[src/rtl/plic_gate_pkg.sv]
package plic_gate_pkg;

  typedef enum logic [2:0] {
    RG_NONE,
    RG_PRIO,
    RG_PEND,
    RG_EN,
    RG_THR,
    RG_CLAIM
  } region_e;

  typedef struct packed {
    region_e     region;
    int unsigned src;
    int unsigned ctx;
    int unsigned word;
  } decode_t;

endpackage

[src/rtl/plic_gate_srcbank.sv]
module plic_gate_srcbank #(
  parameter int NUM_SRC = 8,
  parameter int PRIO_W  = 3,
  localparam int ID_W   = $clog2(NUM_SRC)
) (
  input  logic                            clk,
  input  logic                            rst_n,
  input  logic [NUM_SRC-1:0]              post_i,
  input  logic [NUM_SRC-1:0]              clr_i,
  input  logic                            prio_we_i,
  input  logic [ID_W-1:0]                 prio_idx_i,
  input  logic [PRIO_W-1:0]               prio_wdata_i,
  output logic [NUM_SRC-1:0][PRIO_W-1:0]  prio_o,
  output logic [NUM_SRC-1:0]              pend_o
);

  logic [NUM_SRC-1:0][PRIO_W-1:0] prio_q, prio_d;
  logic [NUM_SRC-1:0]             pend_q, pend_d;

  always_comb begin
    prio_d = prio_q;
    if (prio_we_i) prio_d[prio_idx_i] = prio_wdata_i;
    // a post in the same cycle as a claim clear wins
    pend_d    = (pend_q & ~clr_i) | post_i;
    pend_d[0] = 1'b0;
  end

  always_ff @(posedge clk or negedge rst_n) begin
    if (!rst_n) begin
      prio_q <= '0;
      pend_q <= '0;
    end else begin
      if (prio_we_i) prio_q <= prio_d;
      pend_q <= pend_d;
    end
  end

  assign prio_o = prio_q;
  assign pend_o = pend_q;

endmodule

[src/rtl/plic_gate_ctx.sv]
module plic_gate_ctx #(
  parameter int NUM_SRC  = 8,
  parameter int PRIO_W   = 3,
  localparam int ID_W    = $clog2(NUM_SRC),
  localparam int NUM_WORD = (NUM_SRC + 31) / 32,
  localparam int WORD_W  = (NUM_WORD > 1) ? $clog2(NUM_WORD) : 1
) (
  input  logic                            clk,
  input  logic                            rst_n,
  input  logic                            en_we_i,
  input  logic [WORD_W-1:0]               en_word_i,
  input  logic                            thr_we_i,
  input  logic [31:0]                     wdata_i,
  input  logic                            claim_rd_i,
  input  logic                            cmpl_wr_i,
  input  logic [NUM_SRC-1:0][PRIO_W-1:0]  prio_i,
  input  logic [NUM_SRC-1:0]              pend_i,
  input  logic [ID_W-1:0]                 win_id_i,
  input  logic [PRIO_W-1:0]               win_prio_i,
  output logic [NUM_SRC-1:0][PRIO_W-1:0]  eff_o,
  output logic [NUM_SRC-1:0]              en_o,
  output logic [PRIO_W-1:0]               thr_o,
  output logic                            busy_o,
  output logic                            grant_o,
  output logic [ID_W-1:0]                 claim_id_o,
  output logic                            irq_o
);

  logic [NUM_SRC-1:0] en_q, en_d;
  logic [PRIO_W-1:0]  thr_q;
  logic               busy_q, busy_d;
  logic [ID_W-1:0]    busy_id_q, busy_id_d;
  logic               irq_q, irq_d;
  logic               win_pending;

  assign win_pending = pend_i[win_id_i];
  assign grant_o     = claim_rd_i && !busy_q && win_pending;

  always_comb begin
    en_d = en_q;
    for (int b = 0; b < 32; b++) begin
      if (en_we_i && (int'(en_word_i) * 32 + b < NUM_SRC))
        en_d[int'(en_word_i) * 32 + b] = wdata_i[b];
    end
    busy_d    = busy_q;
    busy_id_d = busy_id_q;
    if (grant_o) begin
      busy_d    = 1'b1;
      busy_id_d = win_id_i;
    end else if (cmpl_wr_i) begin
      busy_d = 1'b0;
    end
    irq_d = (win_prio_i > thr_q) && (win_id_i != '0) && !busy_d;
  end

  always_comb begin
    for (int s = 0; s < NUM_SRC; s++)
      eff_o[s] = (pend_i[s] && en_q[s]) ? prio_i[s] : '0;
  end

  always_ff @(posedge clk or negedge rst_n) begin
    if (!rst_n) begin
      en_q      <= '0;
      thr_q     <= '0;
      busy_q    <= 1'b0;
      busy_id_q <= '0;
      irq_q     <= 1'b0;
    end else begin
      if (en_we_i)  en_q  <= en_d;
      if (thr_we_i) thr_q <= wdata_i[PRIO_W-1:0];
      busy_q    <= busy_d;
      busy_id_q <= busy_id_d;
      irq_q     <= irq_d;
    end
  end

  assign en_o       = en_q;
  assign thr_o      = thr_q;
  assign busy_o     = busy_q;
  assign claim_id_o = busy_q ? busy_id_q : (win_pending ? win_id_i : '0);
  assign irq_o      = irq_q;

endmodule

[src/rtl/plic_gate.sv]
module plic_gate
  import plic_gate_pkg::*;
#(
  parameter int          NUM_SRC    = 8,
  parameter int          NUM_CTX    = 2,
  parameter int          PRIO_W     = 3,
  parameter int          ADDR_W     = 22,
  parameter int unsigned PRIO_BASE  = 32'h0000_0000,
  parameter int unsigned PEND_BASE  = 32'h0000_1000,
  parameter int unsigned EN_BASE    = 32'h0000_2000,
  parameter int unsigned EN_STRIDE  = 32'h0000_0080,
  parameter int unsigned CTX_BASE   = 32'h0020_0000,
  parameter int unsigned CTX_STRIDE = 32'h0000_1000,
  localparam int ID_W     = $clog2(NUM_SRC),
  localparam int NUM_WORD = (NUM_SRC + 31) / 32,
  localparam int WORD_W   = (NUM_WORD > 1) ? $clog2(NUM_WORD) : 1,
  localparam int NUM_HART = NUM_CTX / 2
) (
  input  logic                             clk,
  input  logic                             rst_n,
  input  logic [NUM_SRC-1:0]               post_i,
  input  logic                             bus_valid_i,
  output logic                             bus_ready_o,
  input  logic                             bus_we_i,
  input  logic [ADDR_W-1:0]                bus_addr_i,
  input  logic [31:0]                      bus_wdata_i,
  output logic                             rd_valid_o,
  output logic [31:0]                      rd_data_o,
  output logic [NUM_CTX*NUM_SRC*PRIO_W-1:0] eff_prio_o,
  input  logic [NUM_CTX*ID_W-1:0]          win_id_i,
  input  logic [NUM_CTX*PRIO_W-1:0]        win_prio_i,
  output logic [NUM_HART-1:0]              irq_m_o,
  output logic [NUM_HART-1:0]              irq_s_o
);

  decode_t dec;
  logic                            wr_acc, rd_acc;
  logic [NUM_SRC-1:0]              src_pend, src_clr;
  logic [NUM_SRC-1:0][PRIO_W-1:0]  src_prio;
  logic [NUM_CTX-1:0]              ctx_en_we, ctx_thr_we, ctx_claim_rd, ctx_cmpl_wr;
  logic [NUM_CTX-1:0]              ctx_busy, ctx_grant, ctx_irq;
  logic [ID_W-1:0]                 ctx_win_id   [NUM_CTX];
  logic [ID_W-1:0]                 ctx_claim_id [NUM_CTX];
  logic [PRIO_W-1:0]               ctx_thr      [NUM_CTX];
  logic [NUM_SRC-1:0]              ctx_en       [NUM_CTX];
  logic [31:0]                     rd_d, rd_q;
  logic                            rd_valid_q;

  assign wr_acc      = bus_valid_i && bus_we_i;
  assign rd_acc      = bus_valid_i && !bus_we_i;
  assign bus_ready_o = 1'b1;

  // address decode
  always_comb begin
    int unsigned a;
    a   = 32'(bus_addr_i);
    dec = '{region: RG_NONE, src: 0, ctx: 0, word: 0};
    if (a[1:0] == 2'b00) begin
      if (a >= PRIO_BASE && a < PRIO_BASE + 4 * NUM_SRC) begin
        dec.region = RG_PRIO;
        dec.src    = (a - PRIO_BASE) >> 2;
      end
      if (a >= PEND_BASE && a < PEND_BASE + 4 * NUM_WORD) begin
        dec.region = RG_PEND;
        dec.word   = (a - PEND_BASE) >> 2;
      end
      for (int c = 0; c < NUM_CTX; c++) begin
        if (a >= EN_BASE + c * EN_STRIDE && a < EN_BASE + c * EN_STRIDE + 4 * NUM_WORD) begin
          dec.region = RG_EN;
          dec.ctx    = c;
          dec.word   = (a - EN_BASE - c * EN_STRIDE) >> 2;
        end
        if (a == CTX_BASE + c * CTX_STRIDE) begin
          dec.region = RG_THR;
          dec.ctx    = c;
        end
        if (a == CTX_BASE + c * CTX_STRIDE + 4) begin
          dec.region = RG_CLAIM;
          dec.ctx    = c;
        end
      end
    end
  end

  // per-context strobes and claim-driven pending clears
  always_comb begin
    src_clr = '0;
    for (int c = 0; c < NUM_CTX; c++) begin
      ctx_en_we[c]    = wr_acc && dec.region == RG_EN    && dec.ctx == c;
      ctx_thr_we[c]   = wr_acc && dec.region == RG_THR   && dec.ctx == c;
      ctx_cmpl_wr[c]  = wr_acc && dec.region == RG_CLAIM && dec.ctx == c;
      ctx_claim_rd[c] = rd_acc && dec.region == RG_CLAIM && dec.ctx == c;
      if (ctx_grant[c]) src_clr[ctx_win_id[c]] = 1'b1;
    end
  end

  plic_gate_srcbank #(.NUM_SRC(NUM_SRC), .PRIO_W(PRIO_W)) u_srcbank (
    .clk          (clk),
    .rst_n        (rst_n),
    .post_i       (post_i),
    .clr_i        (src_clr),
    .prio_we_i    (wr_acc && dec.region == RG_PRIO),
    .prio_idx_i   (ID_W'(dec.src)),
    .prio_wdata_i (bus_wdata_i[PRIO_W-1:0]),
    .prio_o       (src_prio),
    .pend_o       (src_pend)
  );

  for (genvar c = 0; c < NUM_CTX; c++) begin : g_ctx
    logic [NUM_SRC-1:0][PRIO_W-1:0] eff;
    assign ctx_win_id[c] = win_id_i[c*ID_W +: ID_W];
    plic_gate_ctx #(.NUM_SRC(NUM_SRC), .PRIO_W(PRIO_W)) u_ctx (
      .clk        (clk),
      .rst_n      (rst_n),
      .en_we_i    (ctx_en_we[c]),
      .en_word_i  (WORD_W'(dec.word)),
      .thr_we_i   (ctx_thr_we[c]),
      .wdata_i    (bus_wdata_i),
      .claim_rd_i (ctx_claim_rd[c]),
      .cmpl_wr_i  (ctx_cmpl_wr[c]),
      .prio_i     (src_prio),
      .pend_i     (src_pend),
      .win_id_i   (ctx_win_id[c]),
      .win_prio_i (win_prio_i[c*PRIO_W +: PRIO_W]),
      .eff_o      (eff),
      .en_o       (ctx_en[c]),
      .thr_o      (ctx_thr[c]),
      .busy_o     (ctx_busy[c]),
      .grant_o    (ctx_grant[c]),
      .claim_id_o (ctx_claim_id[c]),
      .irq_o      (ctx_irq[c])
    );
    assign eff_prio_o[c*NUM_SRC*PRIO_W +: NUM_SRC*PRIO_W] = eff;
  end

  for (genvar h = 0; h < NUM_HART; h++) begin : g_hart
    assign irq_m_o[h] = ctx_irq[2*h];
    assign irq_s_o[h] = ctx_irq[2*h+1];
  end

  // read data mux
  always_comb begin
    rd_d = '0;
    unique case (dec.region)
      RG_PRIO:  rd_d = 32'(src_prio[dec.src]);
      RG_PEND:
        for (int b = 0; b < 32; b++)
          if (dec.word * 32 + b < NUM_SRC) rd_d[b] = src_pend[dec.word * 32 + b];
      RG_EN:
        for (int b = 0; b < 32; b++)
          if (dec.word * 32 + b < NUM_SRC) rd_d[b] = ctx_en[dec.ctx][dec.word * 32 + b];
      RG_THR:   rd_d = 32'(ctx_thr[dec.ctx]);
      RG_CLAIM: rd_d = 32'(ctx_claim_id[dec.ctx]);
      default:  rd_d = '0;
    endcase
  end

  always_ff @(posedge clk or negedge rst_n) begin
    if (!rst_n) begin
      rd_valid_q <= 1'b0;
      rd_q       <= '0;
    end else begin
      rd_valid_q <= rd_acc;
      if (rd_acc) rd_q <= rd_d;
    end
  end

  assign rd_valid_o = rd_valid_q;
  assign rd_data_o  = rd_q;

endmodule

[config.mk]
export PLATFORM = sky130hd
export DESIGN_NAME = plic_gate
export DESIGN_NICKNAME = d
export VERILOG_FILES = /design/src/rtl/plic_gate_pkg.sv /design/src/rtl/plic_gate_srcbank.sv /design/src/rtl/plic_gate_ctx.sv /design/src/rtl/plic_gate.sv
export SDC_FILE = /design/constraint.sdc
export NUM_CORES = 1
export LEC_CHECK = 0
export BUFFER_PORTS_ARGS = -buffer_cell sky130_fd_sc_hd__buf_4
export CAP_MARGIN = 30
export CORE_ASPECT_RATIO = 0.75
export CORE_MARGIN = 2
export CORE_UTILIZATION = 40
export DETAILED_ROUTE_END_ITERATION = 7
export HOLD_SLACK_MARGIN = 0.08
export PLACE_DENSITY = 0.69
export SYNTH_ARGS = -nofsm -noshare
export SYNTH_HDL_FRONTEND = slang
export SYNTH_SLANG_ARGS = --single-unit
[constraint.sdc]
create_clock -name clk -period 4.9 [get_ports clk]
set_input_delay 0.245 -clock clk [delete_from_list [all_inputs] [get_ports clk]]
set_output_delay 0.245 -clock clk [all_outputs]
set_load 0.01 [all_outputs]
==> metrics.yaml, run 1 <==
drt:
  wl_per_cell_um: 18.2
  drc: 0
  dr.pass1.iters: 5
  viasPerCell: 5.81
  ant_nets: 0
  wirelength_um: 15600
  first_iter_violations: 412
  vias: 4976
sta:
  slew_headroom_pct: 37.2
  final-setup-viol-count: 0
  fmax_ghz: 0.292
  hold_viol_final: 0
  slew_viol_final: 0
  tns_ps: 0
  hold-worst-slack_ps: 94.1
  fin_skew_ps: 3.03
  period_needed_ps: 3420
  fin_crit_sh_pct: 69.8
  rsz0062_at_grt: "no"
  timing_worst_slew_pin_value_ps: 919
worst_hold_path:
  hold_path_class: "primary input to register"
floorplanning:
  die_w_um: 138
  die-area_um2: 14300
  fp.dieH_um: 104
  rows: 36
  io_pins: 162
  coreArea_um2: 13000
  floorplan.initialDensity_pct: 41.1
finish:
  ff_latch_area_um2: 1800
  layout_common_cells: "buf_4 (109), dfrtp_1 (72), nand2_1 (47)"
  final_common_cell: "buf_4"
  final_nets: 775
  drive_gt1_share_pct: 28.6
  multiInputGateArea_um2: 3240
  syn_to_final_growth_pct: 21.2
  nFillCells: 1196
place:
  dpl.hpwl_um: 11900
  portBuffers: 105
  routabilityCongestion: 0.886
flow_run:
  maxCapViolations: 0
worst_setup_path:
  cpPeakStageDelay_ps: 640
  crit_path_end_kind: "register"
  crit_fanout: 15
  required_ps: 5120
  path_buf_inv: 3
  crit_arrival_ps: 3640
  crit_family: "simple AND/OR/NAND/NOR gates"
  criticalPathCategory: "primary input to register"
  cp_cell_sequence: "buf_4 > inv_1 > ha_1 > a21boi_0 > a221oi_1 > nor4_1 > a211oi_2 > buf_4 > or4_1 > nor3_1 > mux2_2"
  slowest_stage: "or4_1"
  cp_common_cell: "buf_4"
  start_kind: "primary input"
outcome:
  outcome: "finished, final reports clean"
clocking:
  cts.sink_count: 72
  cts.clk_slew.worst_paths_ps: 50
  cts_tree: "built"
  cts_buffers: 9
  cts_buffer_depth: 2
  cts_root_buf: "clkbuf_16"
  h-tree-depth: 3
  clock_latency_ps: 340
synthesis:
  synth_xor_area_share_pct: 0.491
  syn_area_um2: 5360
  synth_compound_area_share_pct: 15.1
  synth_cell_types: 70
  syn_avg_cell_area_um2: 9.11
  synth-warning-count: 0
  ys_seq_elements: 72
  syn_inst: 588
  yosys.area_share.adder_pct: 3.97
  synth_area_leader_cell: "dfrtp_1"
  synth_simple_gate_area_share_pct: 24.6
  synth_top_family_by_area: "simple AND/OR/NAND/NOR gates"
  synth-edff-count: 0
  ys.flop_type: "dfrtp_1"
  yosysSeqAreaShare_pct: 33.6
  synth.area.mux_share_pct: 14.0
  async_flop_share_pct: 100
  synth_area_leaders: "dfrtp_1 (34%), mux2_2 (9.3%), and3_1 (5.1%), buf_4 (4.3%), ha_1 (4.0%)"
  yosysTopAreaCellShare_pct: 33.6
global_route:
  grt_pass1_wl_um: 25000
  grt_usage_pct: 22.2
  grt_pass1_vias: 4783
  grt_overflow: 0
  antenna_found_initial: 0
  grt_start_max_net_pins: 73
power:
  ir_worst_vdd_mv: 0.173
  powerDensity_nw_per_um2: 218
  p_total_uw: 1420
  leakage_uw: 0.00316
flip-flops by register name, indices dropped and copies added, names as in the netlist:
name	count
g_ctx.u_ctx.thr_o	6
g_ctx.u_ctx.busy_id_q	6
u_srcbank.pend_o	7
rd_data_o	8
rd_valid_o	1
g_ctx.u_ctx.en_o	16
g_ctx.u_ctx.irq_o	2
g_ctx.u_ctx.busy_o	2
u_srcbank.prio_o	24
cells by family after synthesis:
kind of cell / after synthesis
simple gates: 232
mux: 65
other cells: 2
buf+inv: 83
xor+xnor: 3
fa+ha+maj: 17
compound gates: 114
flops: 72
cell usage after synthesis, types with 6 or more instances:
cell type   n
and2_1      7
nor2_1     35
dfrtp_1    72
o21ai_0    23
clkbuf_1   25
a21oi_1    17
nand4_1     8
or3_1       7
buf_4      31
and3_1     44
ha_1       17
nor3_1     16
nand3_1    12
a21o_1      9
nor4_1     13
nor2b_1     6
mux2i_1    14
mux2_2     44
a211oi_1    6
mux2_4      6
inv_1      23
nand2_1    47
stage by stage:
step	setup WS [ps]	utilization, %	instance area (µm²)	instances
after floorplan	1870	-	5460	617
after global placement	1200	47.3	6160	837
after detailed placement	1190	47.3	6160	837
after CTS	1540	49.8	6490	856
after global routing	1260	49.8	6490	856
final	1480	49.8	6490	857
per-layer routing:
layer  wire [µm]  GRT usage, %  up-vias
met3        1390          4.97       28
met2        6870          33.1      238
li1            -             -     2305
met5           0             0        -
met4         235          6.11        0
met1        7110          32.2     2405
power by group:
part / switching [µW] / internal, µW
clock: 237 / 420
sequential: 0.759 / 597
combinational: 102 / 60.4
total: 340 / 1080
timing repair:
item	CTS	global route
hold buffers	3	0
gates resized for setup	0	0
endpoints found under the hold margin	24	0
setup buffers	0	0
path summary, 6_finish.rpt:
path / startpoint / endpoint / slack (ps) / depth (start not counted)
hold / removal: post_i[2] / u_srcbank.pend_o[2] / 90 / 2
setup reg to reg: u_srcbank.pend_o[5] / u_srcbank.pend_o[6] / 1890 / 7
hold reg to reg: g_ctx[1].u_ctx.busy_id_q[1] / g_ctx[1].u_ctx.busy_id_q[1] / 480 / 1
setup / recovery: bus_addr_i[13] / u_srcbank.prio_o[13] / 1480 / 11
min in group asynchronous: rst_n / g_ctx[0].u_ctx.irq_o / 590 / 2
max in group asynchronous: rst_n / u_srcbank.prio_o[22] / 3710 / 2
cell type report:
type                    instances  share of cell area [%]
multi-input cells             462                    49.9
clock buffers                  13                    4.01
repair buffers                112                    13.1
clock inverters                 3                   0.617
well taps                     171                    3.30
diodes                          1                  0.0386
inverters                      23                    1.33
flip-flops and latches         72                    27.8
Note: power is estimated with default switching activity, not from simulation.
==> inputs of run 2 (changes only) <==
PLACE_DENSITY = 0.71   (was 0.69)
clock period = 2.9 ns   (was 4.9 ns; I/O delays follow)
==> run 2 against run 1 <==
Effect of this change: critical path depth did not move; total power rose by 81%; via count rose by 9.0%; count of clock-buffer cells in the layout fell by 2; worst hold slack improved by 20 ps; clock skew rose by 3.0 ps; critical path type unchanged.
==> metrics.yaml, run 2 (same netlist as run 1, synthesis figures left out) <==
clocking:
  cts.clk_slew.worst_paths_ps: 60
  h-tree-depth: 3
  cts_setup_buffers: 0
  cts.sink_count: 72
  clock_latency_ps: 340
  cts_root_buf: "clkbuf_16"
  cts_tree: "built"
  cts_buffers: 9
  cts_buffer_depth: 2
floorplanning:
  io_pins: 162
  fp.dieH_um: 104
  coreArea_um2: 13000
  die_w_um: 138
  die-area_um2: 14300
  floorplan.initialDensity_pct: 41.1
  rows: 36
global_route:
  antenna_found_initial: 0
  grt_pass1_wl_um: 27600
  grt_start_max_net_pins: 73
  grt_overflow: 0
  grt_usage_pct: 24.5
  grt_pass1_vias: 5426
finish:
  final_common_cell: "buf_4"
  diodes: 0
  nFillCells: 1219
  largest_reg_flops: 24
  postLayoutCellArea_um2: 7250
  layout_common_cells: "buf_4 (189), dfrtp_1 (72), nand2_1 (47)"
  final_nets: 866
  drive_gt1_share_pct: 36.3
  syn_to_final_growth_pct: 35.4
drt:
  dr.pass1.iters: 5
  first_iter_violations: 431
  vias: 5423
  ant_nets: 0
  drc: 0
  wl_per_cell_um: 18.1
  wirelength_um: 17200
  viasPerCell: 5.73
worst_setup_path:
  crit_fanout: 6
  criticalPathCategory: "primary input to register"
  required_ps: 3120
  crit_arrival_ps: 2970
  crit_path_end_kind: "register"
  start_kind: "primary input"
power:
  power_switching_uw: 627
  pwr-share-seq_pct: 39.4
  clock_power_share_pct: 47.3
  ir_worst_vdd_mv: 0.296
  leakage_uw: 0.00361
  internal_power_uw: 1930
  p_sw_share_pct: 24.5
  powerDensity_nw_per_um2: 353
  power_frac_comb_pct: 13.3
place:
  routabilityCongestion: 0.920
  dpl_cell_area_um2: 6780
  dpl.hpwl_um: 13200
  portBuffers: 105
sta:
  tns_ps: 0
  fin_crit_sh_pct: 94.7
  timing_worst_slew_pin_value_ps: 939
  period_needed_ps: 2750
  final-setup-viol-count: 0
  fin_skew_ps: 5.99
  rsz0062_at_grt: "no"
  hold_viol_final: 0
  fmax_ghz: 0.364
  slew_headroom_pct: 37.4
  slew_viol_final: 0
worst_hold_path:
  hold_path_class: "primary input to register"
flow_run:
  maxCapViolations: 0
outcome:
  outcome: "finished, final reports clean"
## run 2: metrics by stage
stage	power, µW	utilization, %	hold slack (ps)	instances	setup slack (ps)
finish	2560	55.7	114	947	154
global route	2650	55.7	135	947	19.4
CTS	2560	55.6	107	946	50.5
detailed placement	1350	52.1	334	917	-354
global placement	1340	52.1	315	917	-202
floorplan	1200	-	-151	617	-23.8
## run 2: final timing paths
| check | start | end | slack [ps] | depth (start not counted) |
|---|---|---|---|---|
| min reg2reg | rd_data_o[5] | rd_data_o[5] | 490 | 2 |
| min | win_id_i[3] | g_ctx[1].u_ctx.busy_id_q[0] | 110 | 3 |
| max reg2reg | u_srcbank.pend_o[1] | u_srcbank.pend_o[7] | 420 | 8 |
| max | bus_addr_i[8] | u_srcbank.prio_o[4] | 150 | 11 |
| min in group asynchronous | rst_n | g_ctx[0].u_ctx.thr_o[2] | 480 | 2 |
| max in group asynchronous | rst_n | u_srcbank.prio_o[6] | 1790 | 2 |
## run 2: power groups by stage
stage                     combinational [µW]  clock (µW)  sequential [µW]
final                                    341        1210             1010
after global routing                     375        1260             1010
after CTS                                336        1220             1010
after detailed placement                 320           0             1030
after global placement                   313           0             1030
after floorplan                          170           0             1030
## run 2: area by class of cell
type                    count  area (µm²)  share of cell area [%]
repair buffers            203        1560                    21.5
clock inverters             5        80.1                    1.10
flip-flops and latches     72        1800                    24.9
clock buffers              11         243                    3.35
inverters                  23        86.3                    1.19
multi-input cells         462        3260                    45.0
well taps                 171         214                    2.95
## run 2: per-layer routing
layer	share of wire, %	track usage [%]	vias to the layer above
met3	9.3	7.99	27
met4	1.8	6.92	0
met5	0	0	-
li1	-	-	2481
met1	45	33.8	2651
met2	44	36.7	264
## run 2: what timing repair did
action                                  in CTS  in global routing
cloned                                       0                  0
endpoints found under the hold margin       89                  0
gates resized for setup                      1                  1
endpoints found under the setup margin       1                 18
hold buffers                                13                  0
## run 2: critical path: stages
cell      delay (ps)
buf_4            110
inv_1             70
ha_1             160
or4bb_4          540
nor4_4           190
a2111o_1         170
a31o_4           210
a211oi_4          80
or4_4            560
or3_4            430
mux2_4           310
==> inputs of run 3 (changes only) <==
ABC_AREA = 1   (was unset)
CORE_MARGIN = 3   (was 2)
PLACE_DENSITY = 0.7   (was 0.71)
==> run 3 against run 2 <==
Effect of this change: combinational power shrank 6.5%; critical path depth rose by 4; non-clock buffer count down 74; register-to-register slack gained 190 ps; sequential share of layout area shrank 0.21 points; fmax grew 17%; synthesized cell count increased by 56%; worst hold slack lost 24 ps; final area increased by 0.86%; clock power down 9%; critical path type unchanged; critical endpoint is now u_srcbank.pend_o[2]; largest power group unchanged; highest routed layer unchanged.
==> metrics.yaml, run 3 <==
outcome:
  outcome: "finished, final reports clean"
drt:
  vias: 6184
  drc: 0
  ant_nets: 0
  first_iter_violations: 446
  wl_per_cell_um: 14.1
  dr.pass1.iters: 5
  wirelength_um: 17600
  viasPerCell: 4.96
worst_setup_path:
  crit_arrival_ps: 2580
  cp_cell_sequence: "buf_4 > inv_1 > ha_1 > nand2_1 > nor3_1 > nand2_1 > nand3_2 > nand2_1 > nand4_4 > buf_4 > nand3_1 > nor2_2 > nand4_1 > nand2_1 > nand2_1"
  cpPeakStageDelay_ps: 310
  criticalPathCategory: "primary input to register"
  required_ps: 3130
  crit_family: "simple AND/OR/NAND/NOR gates"
  crit_path_end_kind: "register"
  cp_common_cell: "nand2_1"
  slowest_stage: "ha_1"
  start_kind: "primary input"
  path_buf_inv: 3
  crit_fanout: 9
synthesis:
  yosysSeqAreaShare_pct: 30.1
  synth_top_family_by_area: "simple AND/OR/NAND/NOR gates"
  syn_avg_cell_area_um2: 6.52
  ys_seq_elements: 72
  yosys.area_share.adder_pct: 3.55
  yosysMostFrequentCell: "nand2_1"
  syn_inst: 918
  ys.flop_type: "dfrtp_1"
  synth_compound_area_share_pct: 10.3
  synth-edff-count: 0
  synth_xor_area_share_pct: 0.878
  synth_area_leaders: "dfrtp_1 (30%), nand2_1 (19%), nor2_1 (7.3%), inv_1 (6.6%), nand3_1 (5.1%)"
  synth-warning-count: 0
  synth_simple_gate_area_share_pct: 42.4
  synth_cell_types: 48
  synth_area_leader_cell: "dfrtp_1"
  synthTopCellsByCount: "nand2_1 (302), nor2_1 (116), inv_1 (105), dfrtp_1 (72), nand3_1 (61)"
  yosysTopAreaCellShare_pct: 30.1
  async_flop_share_pct: 100
  synth.area.mux_share_pct: 0
  syn_area_um2: 5990
floorplanning:
  coreArea_um2: 14500
  die-area_um2: 16500
  floorplan.initialDensity_pct: 41.1
  fp.dieH_um: 112
  die_w_um: 147
  rows: 38
  io_pins: 162
clocking:
  cts.sink_count: 72
  cts_setup_buffers: 0
  cts_tree: "built"
  cts_buffers: 9
  clock_latency_ps: 340
  cts_root_buf: "clkbuf_16"
  cts_buffer_depth: 2
  cts.clk_slew.worst_paths_ps: 60
  h-tree-depth: 3
finish:
  final_nets: 1138
  layout_common_cells: "nand2_1 (302), nor2_1 (116), buf_4 (114)"
  syn_to_final_growth_pct: 22.2
  final_common_cell: "nand2_1"
  postLayoutCoreUtil_pct: 50.3
  drive_gt1_share_pct: 18.5
  largest_reg_flops: 24
  diodes: 0
  nFillCells: 1497
  ff_latch_area_um2: 1800
  multiInputGateArea_um2: 3540
power:
  power_switching_uw: 635
  powerDensity_nw_per_um2: 332
  ir_worst_vdd_mv: 0.267
  pwr-share-seq_pct: 41.6
  p_sw_share_pct: 26.2
  power_frac_comb_pct: 13.2
  clock_power_share_pct: 45.2
  internal_power_uw: 1790
  leakage_uw: 0.00376
sta:
  fin_crit_sh_pct: 80.8
  hold_viol_final: 0
  final-setup-viol-count: 0
  rsz0062_at_grt: "no"
  fmax_ghz: 0.427
  slew_headroom_pct: 38.6
  timing_worst_slew_pin_value_ps: 921
  slew_viol_final: 0
  tns_ps: 0
  period_needed_ps: 2340
  fin_skew_ps: 9.47
global_route:
  grt_pass1_wl_um: 28100
  grt_start_max_net_pins: 73
  grt_overflow: 0
  grt_pass1_vias: 5532
  grt_usage_pct: 20.9
  antenna_found_initial: 0
place:
  dpl.hpwl_um: 13800
  portBuffers: 105
  routabilityCongestion: 0.894
worst_hold_path:
  hold_path_class: "primary input to register"
flow_run:
  maxCapViolations: 0
[run 3: cell types whose count changed after synthesis, moves of 13 or more]
cell,delta
and3_1,-43
clkbuf_1,-23
inv_1,+82
mux2_2,-44
mux2i_1,-14
nand2_1,+255
nand3_1,+49
nor2_1,+81
nor4_1,-13
o21ai_0,+13
o21ai_1,+28
[run 3: layout make-up]
type	count	share of cell area, %
clock buffer	11	3.18
clock inverter	5	0.770
inverter	114	5.85
multi-input combinational	717	48.4
sequential	72	24.6
tap	200	3.42
timing repair buffer	129	13.8
[run 3: power by group through the flow]
stage	combinational, µW	sequential [µW]	clock (µW)
2_1_floorplan	187	1030	0
3_3_place_gp	297	1030	0
3_5_place_dp	300	1030	0
4_1_cts	318	1010	1110
5_1_grt	357	1010	1150
6_report	319	1010	1100
[run 3: stage by stage]
step,power (µW),worst slack (ps),cell area (µm²),instances,hold slack (ps)
finish,2430,557,7310,1248,90.7
detailed placement,1330,250,6870,1217,334
floorplan,1220,885,6090,947,-151
CTS,2440,606,7310,1248,81.6
global placement,1330,307,6870,1217,332
global route,2510,302,7310,1248,88.9
[run 3: what timing repair did]
| item | 4_1_cts | 5_1_grt |
|---|---|---|
| endpoints found under the hold margin | 98 | 0 |
| gates resized for setup | 0 | 0 |
| hold buffers | 15 | 0 |
[run 3: kinds of logic after synthesis]
logic type | after synthesis
and+or+nand+nor | 559
DFF | 72
AOI/OAI and AO/OA | 104
buffers and inverters | 158
other | 2
adders and majority gates | 17
xor gates and xnor gates | 6
[run 3: worst paths after layout]
path                                       from                    to  slack [ps]  cells after the start
setup / recovery                 bus_addr_i[13]   u_srcbank.pend_o[2]         560                     15
hold / removal                         bus_we_i            rd_valid_o          90                      2
setup reg to reg            u_srcbank.pend_o[4]   u_srcbank.pend_o[7]         610                     12
hold reg to reg            u_srcbank.prio_o[13]  u_srcbank.prio_o[13]         480                      2
max in group asynchronous                 rst_n   u_srcbank.prio_o[1]        1820                      2
min in group asynchronous                 rst_n  g_ctx[0].u_ctx.irq_o         480                      2
[run 3: per-layer routing]
| layer | GRT usage (%) | routed length, µm | vias to the layer above |
|---|---|---|---|
| met4 | 3.35 | 114 | 0 |
| met3 | 3.78 | 1360 | 10 |
| met5 | 0 | 0 | - |
| met1 | 31.8 | 8550 | 2826 |
| met2 | 31.6 | 7590 | 247 |
| li1 | - | - | 3101 |
